[src/rtl/edo_ctrl.sv]
module edo_ctrl #(
  parameter int RW = 10,
  parameter int CW = 10,
  parameter int DW = 16,
  parameter int T_RCD = 2,
  parameter int T_CAS = 3,
  parameter int T_CAC = 2,
  parameter int T_CP = 2,
  parameter int T_RP = 3,
  parameter int T_REF = 4,
  parameter int CNTW = 8
) (
  input  logic          clk,
  input  logic          rst_n,
  input  logic          req_valid,
  input  logic          req_write,
  input  logic [RW+CW-1:0] req_addr,
  input  logic [1:0]    req_be,
  input  logic [DW-1:0] req_wdata,
  output logic          req_ready,
  output logic          rd_valid,
  output logic [DW-1:0] rd_data,
  output logic          wr_ack,
  input  logic          ref_req,
  output logic          ref_ack,
  output logic          dram_ras_n,
  output logic          dram_lcas_n,
  output logic          dram_ucas_n,
  output logic          dram_we_n,
  output logic          dram_oe_n,
  output logic [RW-1:0] dram_addr,
  output logic [DW-1:0] dram_dq_out,
  output logic          dram_dq_oe,
  input  logic [DW-1:0] dram_dq_in
);
  localparam int AW = RW + CW;
  localparam int HW = DW / 2;
  localparam logic [CNTW-1:0] L_RCD = CNTW'(T_RCD - 1);
  localparam logic [CNTW-1:0] L_CAS = CNTW'(T_CAS - 1);
  localparam logic [CNTW-1:0] L_CP  = CNTW'(T_CP - 1);
  localparam logic [CNTW-1:0] L_RP  = CNTW'(T_RP - 1);
  localparam logic [CNTW-1:0] L_REF = CNTW'(T_REF - 1);
  localparam logic [CNTW-1:0] L_SMP = CNTW'(T_CAS - T_CAC);

  typedef enum logic [2:0] {S_IDLE, S_RCD, S_CAS, S_CP, S_SU, S_RFC, S_RFR} st_t;

  st_t st;
  logic [RW-1:0] row_q;
  logic [CW-1:0] col_q;
  logic [1:0] be_q;
  logic wr_q;
  logic [DW-1:0] wd_q;
  logic [CNTW-1:0] cnt, pre_cnt;

  wire [RW-1:0] req_row = req_addr[AW-1:CW];
  wire [CW-1:0] req_col = req_addr[CW-1:0];
  wire cnt_done = cnt == '0;
  wire pre_done = pre_cnt == '0;
  wire hit = req_valid && req_be != 2'b00 && req_row == row_q && !ref_req;
  wire start = st == S_IDLE && pre_done && !ref_req && req_valid;
  wire page = st == S_CP && cnt_done && hit;
  wire go_ref = st == S_IDLE && pre_done && ref_req;
  wire row_open = st == S_RCD || st == S_CAS || st == S_CP || st == S_SU;
  wire cas_acc = st == S_CAS;
  wire cas_ref = st == S_RFC || st == S_RFR;

  assign req_ready   = start || page;
  assign ref_ack     = st == S_RFR && cnt_done;
  assign dram_ras_n  = !(row_open || st == S_RFR);
  assign dram_lcas_n = !((cas_acc && be_q[0]) || cas_ref);
  assign dram_ucas_n = !((cas_acc && be_q[1]) || cas_ref);
  assign dram_we_n   = !(row_open && wr_q);
  assign dram_oe_n   = !(cas_acc && !wr_q);
  assign dram_addr   = (st == S_RCD) ? row_q : col_q;
  assign dram_dq_out = wd_q;
  assign dram_dq_oe  = row_open && wr_q;

  always_ff @(posedge clk) begin
    if (!rst_n) begin
      st <= S_IDLE;
      row_q <= '0; col_q <= '0; be_q <= '0; wr_q <= 1'b0; wd_q <= '0;
      cnt <= '0; pre_cnt <= L_RP;
      rd_valid <= 1'b0; rd_data <= '0; wr_ack <= 1'b0;
    end else begin
      rd_valid <= 1'b0;
      wr_ack <= 1'b0;
      if (req_ready) begin
        row_q <= req_row; col_q <= req_col; be_q <= req_be;
        wr_q <= req_write; wd_q <= req_wdata;
      end
      case (st)
        S_IDLE: begin
          if (!pre_done) pre_cnt <= pre_cnt - 1'b1;
          if (go_ref) st <= S_RFC;
          else if (start && req_be != 2'b00) begin
            st <= S_RCD; cnt <= L_RCD;
          end
        end
        S_RCD: if (cnt_done) begin st <= S_CAS; cnt <= L_CAS; end
               else cnt <= cnt - 1'b1;
        S_CAS: begin
          if (!wr_q && cnt == L_SMP) begin
            rd_data <= dram_dq_in & {{HW{be_q[1]}}, {HW{be_q[0]}}};
            rd_valid <= 1'b1;
          end
          if (cnt_done) begin
            st <= S_CP; cnt <= L_CP; wr_ack <= wr_q;
          end else cnt <= cnt - 1'b1;
        end
        S_CP: begin
          if (!cnt_done) cnt <= cnt - 1'b1;
          else if (hit) st <= S_SU;
          else begin st <= S_IDLE; pre_cnt <= L_RP; end
        end
        S_SU: begin st <= S_CAS; cnt <= L_CAS; end
        S_RFC: begin st <= S_RFR; cnt <= L_REF; end
        S_RFR: if (cnt_done) begin st <= S_IDLE; pre_cnt <= L_RP; end
               else cnt <= cnt - 1'b1;
        default: st <= S_IDLE;
      endcase
    end
  end
endmodule


[config.mk]
export PLATFORM = sky130hd
export DESIGN_NAME = edo_ctrl
export DESIGN_NICKNAME = d
export VERILOG_FILES = /design/src/rtl/edo_ctrl.sv
export SDC_FILE = /design/constraint.sdc
export NUM_CORES = 1
export LEC_CHECK = 0
export BUFFER_PORTS_ARGS = -buffer_cell sky130_fd_sc_hd__buf_2
export CAP_MARGIN = 5
export CORE_MARGIN = 3
export CORE_UTILIZATION = 27
export CTS_BUF_LIST = sky130_fd_sc_hd__clkbuf_16
export DETAILED_ROUTE_END_ITERATION = 7
export GPL_TIMING_DRIVEN = 0
export MAX_ROUTING_LAYER = met4
export PLACE_DENSITY = 0.59
export SYNTH_ARGS = -nofsm -noshare
export SYNTH_HDL_FRONTEND = slang
export SYNTH_SLANG_ARGS = --single-unit
[constraint.sdc]
create_clock -name clk -period 3.48 [get_ports clk]
set_input_delay 0.174 -clock clk [delete_from_list [all_inputs] [get_ports clk]]
set_output_delay 0.174 -clock clk [all_outputs]
set_load 0.1 [all_outputs]
==> impl_metrics.ini, run 1 <==
[run_status]
status = complete, no violations

[grt]
antenna_found_initial = 0
grt-ovfl-total = 0
grt_max_degree = 13
grt_first_pass_wirelength_um = 17100
grt_pass1_vias = 3472
grt_usage_pct = 14.9

[power]
p_leak_nw = 2.00
p_per_area_nw_per_um2 = 713
peakVddDrop_mv = 0.297

[final_layout]
n_antenna_cell = 0
synthToLayoutAreaGrowth_pct = 30.3
fin_nets = 611
drive_gt1_share_pct = 28.5
nFillCells = 1365

[clocking]
clock_path_buffers = 2
holdBufCountCts = 0
cts_sinks = 76
htreeDepth = 3
post_cts_buffers = 0
cts-buffers-inserted = 9
cts.clk_slew.worst_paths_ns = 0.06
cts_tree = yes
root_buffer = clkbuf_16
ctsResizeCount = 0
worstSkewPairLatency_ns = 0.33

[routing]
wire_per_inst_um = 14.5
drt_iter0_drc = 227
num_vias = 3627
vias_per_cell = 5.02
ant_nets = 0
wl_um = 10500
route.detailed.drc = 0
first_pass_iters = 6

[yosys]
synth_edf_count = 0
synth_most_common_cell = dfxtp_1
synth_cell_type_count = 56
synthTopCellsByCount = dfxtp_1 (76), nand2_1 (61), o21ai_0 (54), nand3_1 (45), nor2_1 (20)
ys_seq_area_share_pct = 42.9
synth.avg_cell_area_um2 = 8.33
yosys.area.top_type = dfxtp_1
synth_top_area_share_pct = 42.9
synthArstFlopShare_pct = 0
synth-seq-cells = 76
syn_area_um2 = 3550
ys.flop_type = dfxtp_1
synthesis.nets = 490
synthTopCellsByArea = dfxtp_1 (43%), o21ai_0 (7.6%), nand2_1 (6.5%)
syn_inst = 426
yosys_warnings = 0

[die]
placementRows = 41
dieArea_um2 = 14600
ioPinCount = 111
start_util_pct = 27.9
coreArea_um2 = 12700
die_h_um = 121
fp.dieW_um = 121

[setup_path]
ff2ff_path_depth = 8
critPathCaptureType = output port
crit_end = req_ready
critPathRequiredTime_ns = 3.31
start_kind = flip-flop
critPathLaunch = pre_cnt[0]
cp.arrival_ns = 2.68
r2r_end = cnt[4]
path_class = flip-flop to output port
crit_fanout = 10
r2r_setup_slack_ns = 0.88
rr_startpoint = cnt[0]

[placed_design]
port_buffers = 110
routabilityCongestion = 0.866
dp_hpwl_um = 7770

[timing]
period_share_pct = 82.0
maxSlewViolCount = 0
hold_viol_final = 0
rsz0062_at_grt = no
setup_tns_ns = 0
setup_viol = 0
fmax_mhz = 351
hold_ws_ns = 0.0522
fin_worst_skew_ns = 0.00845
slew_headroom_pct = 34.5
tightest_slew_ns = 0.979
finalWorstPathRequiredPeriod_ns = 2.85

[job]
drv_cap = 0

[worst_hold_path]
hp-class = primary input to flip-flop
-- report_power, final --
| part | switching [W] | internal, W | leakage (nW) | total, W |
|---|---|---|---|---|
| sequential | 0.0000844 | 0.000964 | 0.615 | 0.00105 |
| clock | 0.000353 | 0.000618 | 0.154 | 0.000972 |
| combinational | 0.000873 | 0.000406 | 1.23 | 0.00128 |
| total | 0.00131 | 0.00199 | 2.00 | 0.00330 |
-- registers in the layout, indices dropped and copies added, names as in the netlist --
name / flops
be_q: 2
cnt: 8
col_q: 10
dram_dq_out: 16
pre_cnt: 8
rd_data: 16
rd_valid: 1
row_q: 10
st: 3
wr_ack: 1
wr_q: 1
-- stage by stage --
stage | area, um2 | utilization, % | worst slack [ns] | cells | total power (W)
final | 4630 | 36.4 | 0.627 | 723 | 0.00330
after global placement | 4320 | 34.0 | 0.980 | 708 | 0.00230
after global routing | 4630 | 36.4 | 0.459 | 723 | 0.00352
after detailed placement | 4320 | 34.0 | 0.904 | 708 | 0.00232
after floorplan | 3550 | - | 0.438 | 426 | 0.00203
after CTS | 4630 | 36.4 | 0.600 | 723 | 0.00331
-- worst max-delay path, stage by stage (launching register included) --
cell and delay [ns]:
dfxtp_1 0.32, inv_1 0.08, ha_1 0.14, or4b_4 0.48, nor2_4 0.14, nand2_2 0.11
o22ai_4 0.29, buf_6 0.19, buf_6 0.15, buf_2 0.43
-- routing by layer --
metal	routed length, um	part of all wire, %	vias up	track usage (%)
met1	4950	47	1693	20.1
met5	0	0	-	-
met3	790	7.5	10	3.32
li1	-	-	1776	-
met4	145	1.4	0	5.17
met2	4600	44	148	22.1
-- area by class of cell --
cell class                      instances  area, um2  area share [%]
Multi-Input combinational cell        308       1850            39.9
Clock inverter                          6       81.3            1.76
Buffer                                 28        135            2.92
Tap cell                              172        215            4.65
Sequential cell                        76       1520            32.9
Inverter                               14       52.6            1.14
Timing Repair Buffer                  110        551            11.9
Clock buffer                            9        225            4.87
-- worst min-delay path by stage --
| stage | from | to | slack [ns] | cells after the start |
|---|---|---|---|---|
| after floorplan | dram_dq_in[0] | rd_data[0] | 0.30 | 1 |
| after global placement | dram_dq_in[8] | rd_data[8] | 0.39 | 2 |
| after detailed placement | dram_dq_in[4] | rd_data[4] | 0.39 | 2 |
| after CTS | dram_dq_in[9] | rd_data[9] | 0.04 | 2 |
| after global routing | dram_dq_in[9] | rd_data[9] | 0.04 | 2 |
| final | dram_dq_in[9] | rd_data[9] | 0.05 | 2 |
-- cells in the final DEF, fill, tap and decap left out, types with 3 or more instances in the layout --
master,n
inv_1,15
or3_1,7
mux2_2,10
o21ai_0,54
clkbuf_1,14
a22o_1,16
dfxtp_1,76
nor2_1,20
a21oi_1,11
buf_2,116
nor4_1,4
o31ai_1,6
clkbuf_2,3
nand3_1,45
ha_1,5
a31oi_1,4
o22ai_1,3
nand2b_1,4
xor2_1,10
nor3_1,6
clkbuf_16,9
nand2_1,61
-- logic make-up after synthesis --
group           Yosys count  share of synthesized area [%]
mux                      10                           3.17
compound gates          120                           22.4
xor+xnor                 10                           2.47
fa+ha+maj                 6                           2.04
buf+inv                  42                           5.29
simple gates            162                           21.8
flops                    76                           42.9
(Power assumes the default switching activity.)
==> run 2, diff against run 1 <==
PLACE_DENSITY = 0.6   (was 0.59)
clock period = 2.5 ns   (was 3.48 ns; I/O delays follow)
==> run 2 against run 1 <==
- die area unchanged
- critical path type unchanged
- largest power group unchanged
- global-route usage is 0.40 points higher
- sequential power increased by 40%
==> impl_metrics.ini, run 2 (synthesis results as in run 1) <==
[timing]
period_share_pct = 95.4
tightest_slew_ns = 0.781
slew_headroom_pct = 47.8
finalWorstPathRequiredPeriod_ns = 2.38
fin_worst_skew_ns = 0.00830
fmax_mhz = 419
setup_viol = 0
hold_viol_final = 0
maxSlewViolCount = 0
setup_tns_ns = 0
rsz0062_at_grt = no

[power]
p_seq_share_pct = 31.0
power_frac_clock_pct = 29.2
switching_share_pct = 39.9
p_per_area_nw_per_um2 = 971
pwr-share-comb_pct = 39.8
p_leak_nw = 2.10
p_switching_w = 0.00189
peakVddDrop_mv = 0.409
intPower_w = 0.00285

[clocking]
clock_path_buffers = 2
htreeDepth = 3
cts_tree = yes
root_buffer = clkbuf_16
cts.clk_slew.worst_paths_ns = 0.06
worstSkewPairLatency_ns = 0.34
cts_sinks = 76
cts-buffers-inserted = 9

[die]
die_h_um = 121
placementRows = 41
dieArea_um2 = 14600
fp.dieW_um = 121
start_util_pct = 27.9
ioPinCount = 111
coreArea_um2 = 12700

[routing]
routed.top_layer = met4
wl_um = 10900
wire_per_inst_um = 14.7
drt-met1-wl_um = 5100
num_vias = 3690
vias_per_cell = 4.97
route.detailed.drc = 0
met3_length_um = 737
drt_iter0_drc = 317
first_pass_iters = 5
wl_met2_um = 4970
ant_nets = 0

[grt]
grt_usage_pct = 15.3
grt_first_pass_wirelength_um = 17500
grt-ovfl-total = 0
grt_pass1_vias = 3547
grt_max_degree = 14
antenna_found_initial = 1

[setup_path]
cp_slowest_cell = nor2_2
critPathCaptureType = output port
path_class = flip-flop to output port
path_buf_inv = 2
start_kind = flip-flop
ff2ff_path_depth = 8
critPathRequiredTime_ns = 2.38
crit_fanout = 10
cp_top_family = simple AND/OR/NAND/NOR gates
cpPeakStageDelay_ns = 0.51
cp.arrival_ns = 2.26
cp.depth = 5
cp_cell_sequence = buf_2, nand2b_1, nor2_2, mux2_2, buf_2
critical_path.most_common_cell = buf_2

[worst_hold_path]
whs_path_depth = 3
hp-class = primary input to flip-flop

[run_status]
status = complete, no violations

[placed_design]
port_buffers = 110
dp.cells = 708
routabilityCongestion = 0.875
dp_hpwl_um = 7900

[final_layout]
drive_gt1_share_pct = 29.5
fin_cells = 743
synthToLayoutAreaGrowth_pct = 37.5
final_common_cell = buf_2
fin_nets = 629
final_cell_mix = buf_2 (114), dfxtp_1 (74), nand2_1 (61)

[job]
drv_cap = 0
==> run 2: cell count changes in the layout (fill, tap and decap cells not counted), moves of 2 or more <==
cell,previous run,this run
clkinvlp_4,0,3
buf_4,1,5
dfxtp_1,76,74
dlygate4sd3_1,0,15
buf_6,2,0
buf_2,116,114
dfxtp_2,0,2
==> run 2: layout make-up <==
type	instances	area [um2]
timing repair buffer	129	748
multi-input combinational	308	1890
clock inverter	7	92.6
clock buffer	9	225
antenna	1	2.50
sequential	76	1520
fill	1330	7840
tap	172	215
buffer	27	128
inverter	14	56.3
==> run 2: metrics by stage <==
step	total power (W)	setup slack, ns	util [%]	area [um2]	hold slack, ns
5_1_grt	0.00501	0.00465	38.4	4880	0.00508
3_3_place_gp	0.00322	0.0259	34.1	4340	0.339
2_1_floorplan	0.00284	-0.0920	-	3570	0.251
3_5_place_dp	0.00325	0.00400	34.1	4340	0.341
6_report	0.00474	0.116	38.4	4880	0.00673
4_1_cts	0.00469	-0.109	37.9	4820	0.000371
==> run 2: repair_timing <==
| action | in CTS | in global routing |
|---|---|---|
| gates resized for setup | 5 | 9 |
| hold buffers | 15 | 0 |
| endpoints found under the setup margin | 13 | 7 |
| endpoints found under the hold margin | 15 | 0 |
| buffers inserted | 0 | 4 |
| pin swaps | 0 | 2 |
==> run 2: final timing paths <==
path / to / start / slack [ns]
hold reg to reg: pre_cnt[0] / pre_cnt[0] / 0.45
hold / removal: dram_dq_out[15] / req_wdata[15] / 0.007
setup / recovery: dram_addr[6] / st[0] / 0.12
setup reg to reg: cnt[3] / cnt[0] / 0.13
==> run 2: worst reg2reg max path, cell delays in order (launching register included) <==
cell       delay, ns
dfxtp_2         0.40
inv_1           0.10
ha_1            0.21
nor4b_4         0.14
nand2_2         0.23
o21ai_0         0.11
a2111oi_1       0.76
o2bb2ai_1       0.19
o2bb2ai_1       0.15
==> run 2: power groups by stage <==
stage / clock, W / combinational (W) / sequential (W)
5_1_grt: 0.00148 / 0.00204 / 0.00149
2_1_floorplan: 0 / 0.00128 / 0.00156
6_report: 0.00138 / 0.00188 / 0.00147
3_5_place_dp: 0 / 0.00177 / 0.00148
3_3_place_gp: 0 / 0.00174 / 0.00148
4_1_cts: 0.00142 / 0.00181 / 0.00146
==> run 2: routing by layer <==
metal,vias up,global-route usage (%)
met4,0,4.32
li1,1816,-
met5,-,-
met1,1714,20.0
met2,153,23.5
met3,7,4.07
==> run 3, diff against run 2 <==
CELL_PAD_IN_SITES_DETAIL_PLACEMENT = 1   (was not set)
CELL_PAD_IN_SITES_GLOBAL_PLACEMENT = 2   (was not set)
CORE_UTILIZATION = 26   (was 27)
PLACE_DENSITY = 0.86   (was 0.6)
==> run 3 against run 2 <==
- sequential power about the same
- global-route usage increased by 0.76 points
- via count decreased by 0.33%
- critical path depth increased by 3
- worst setup slack got worse by 0.042 ns
- first-iteration DRC count decreased by 53%
- sequential cell count unchanged
- core utilization decreased by 1.8 points
- non-clock buffer count increased by 2
- final area decreased by 0.44%
- register-to-register slack got worse by 0.04 ns
- critical endpoint is now req_ready
- largest power group unchanged
==> impl_metrics.ini, run 3 (synthesis results as in run 1) <==
[final_layout]
n_antenna_cell = 0
final_cell_mix = buf_2 (114), dfxtp_1 (73), nand2_1 (61)
synthToLayoutAreaGrowth_pct = 36.9
final_common_cell = buf_2
fin_util_pct = 36.5
fin_nets = 631
drive_gt1_share_pct = 29.7

[die]
placementRows = 42
coreArea_um2 = 13300
dieArea_um2 = 15100
start_util_pct = 26.7
fp.dieW_um = 123
die_h_um = 123
ioPinCount = 111

[placed_design]
port_buffers = 110
dp_hpwl_um = 8660
routabilityCongestion = 0.807
place_ws_ns = -0.0706

[clocking]
root_buffer = clkbuf_16
worstSkewPairLatency_ns = 0.34
cts_sinks = 76
cts-buffers-inserted = 9
cts_tree = yes
htreeDepth = 3
cts.clk_slew.worst_paths_ns = 0.06
clock_path_buffers = 2

[routing]
num_vias = 3678
first_pass_iters = 5
vias_per_cell = 4.92
ant_nets = 0
wl_um = 11800
route.detailed.drc = 0
wire_per_inst_um = 15.8
drt_iter0_drc = 148

[timing]
rsz0062_at_grt = yes
fin_worst_skew_ns = 0.00952
fin_ws_ns = 0.0744
finalWorstPathRequiredPeriod_ns = 2.43
tightest_slew_ns = 0.620
period_share_pct = 97.0
maxSlewViolCount = 0
setup_viol = 0
hold_viol_final = 0
setup_tns_ns = 0
fmax_mhz = 412
slew_headroom_pct = 58.6

[worst_hold_path]
hp-class = primary input to flip-flop

[power]
power_frac_clock_pct = 26.8
pwr-share-comb_pct = 41.9
intPower_w = 0.00277
finalPower_w = 0.00470
peakVddDrop_mv = 0.355
p_seq_share_pct = 31.3
p_per_area_nw_per_um2 = 967
switching_share_pct = 41.0
p_switching_w = 0.00193
p_leak_nw = 2.08

[job]
drv_cap = 0

[grt]
grt_max_degree = 13
met3_usage_pct = 5.21
busiest_layer = met2
grt.met1_usage_pct = 19.5
grt_pass1_vias = 3751
grt-ovfl-total = 0
antenna_found_initial = 0
grtUsageMet2_pct = 26.2
grt_first_pass_wirelength_um = 18700
grt_usage_pct = 16.1

[setup_path]
cp_top_family = simple AND/OR/NAND/NOR gates
cpPeakStageDelay_ns = 0.48
critPathRequiredTime_ns = 2.38
cp_slowest_cell = or4b_4
crit_fanout = 11
cp.arrival_ns = 2.30
path_class = flip-flop to output port
path_buf_inv = 3
start_kind = flip-flop
critPathCaptureType = output port
cp_cell_sequence = inv_2, ha_1, or4b_4, nor2_4, nand2_4, o22ai_4, buf_8, buf_12

[run_status]
status = complete, no violations
==> run 3: changes by cell type in the layout (fill, tap and decap cells not counted), sizes merged <==
cell,before,now
buf,123,124
dlygate4sd3,15,16
clkinvlp,3,2
bufinv,2,1
clkinv,2,4
diode,1,0
==> run 3: worst reg2reg max path, cell delays in order, from the launching register on <==
cell and delay [ns]:
dfxtp_2 0.40, inv_1 0.11, ha_1 0.21, nor4b_2 0.18, and2_1 0.16, buf_2 0.18, maj3_1 0.44, a21boi_4 0.23
a2bb2oi_1 0.24, o22ai_1 0.12
==> run 3: cell type report <==
type,instances,area (um2)
Fill cell,1596,8440
Multi-Input combinational cell,308,1880
Sequential cell,76,1530
Timing Repair Buffer,131,766
Clock buffer,9,225
Tap cell,176,220
Buffer,27,129
Clock inverter,7,58.8
Inverter,14,56.3
==> run 3: stage by stage <==
step | hold slack, ns | std cells | cell area (um2)
after global routing | 0.00655 | 748 | 4860
after CTS | 0.000410 | 746 | 4820
after global placement | 0.340 | 712 | 4340
after floorplan | 0.251 | 426 | 3570
final | 0.00906 | 748 | 4860
after detailed placement | 0.342 | 712 | 4340
==> run 3: power by group through the flow <==
stage	combinational, W	sequential (W)	clock, W
finish	0.00197	0.00147	0.00126
global route	0.00214	0.00149	0.00135
CTS	0.00192	0.00146	0.00131
detailed placement	0.00182	0.00148	0
global placement	0.00176	0.00148	0
floorplan	0.00128	0.00156	0
==> run 3: routing by layer <==
layer / up-vias / share of wire (%)
li1: 1812 / -
met1: 1757 / 45
met2: 102 / 47
met3: 7 / 6.4
met4: 0 / 0.84
met5: - / 0
==> run 3: path summary, 6_finish.rpt <==
| check | slack [ns] | start | end | cells past startpoint |
|---|---|---|---|---|
| min reg2reg | 0.46 | col_q[7] | col_q[7] | 2 |
| max reg2reg | 0.09 | cnt[0] | cnt[4] | 9 |
| max | 0.07 | pre_cnt[0] | req_ready | 8 |
| min | 0.009 | req_addr[3] | col_q[3] | 3 |
==> run 3: repair_timing <==
action                     in CTS  in global routing
gates resized for setup         6                 11
pin swaps                       1                  2
setup endpoints to repair      15                  8
hold buffers                   16                  0
cloned                          0                  0
buffers inserted                2                  3
hold endpoints to repair       16                  0
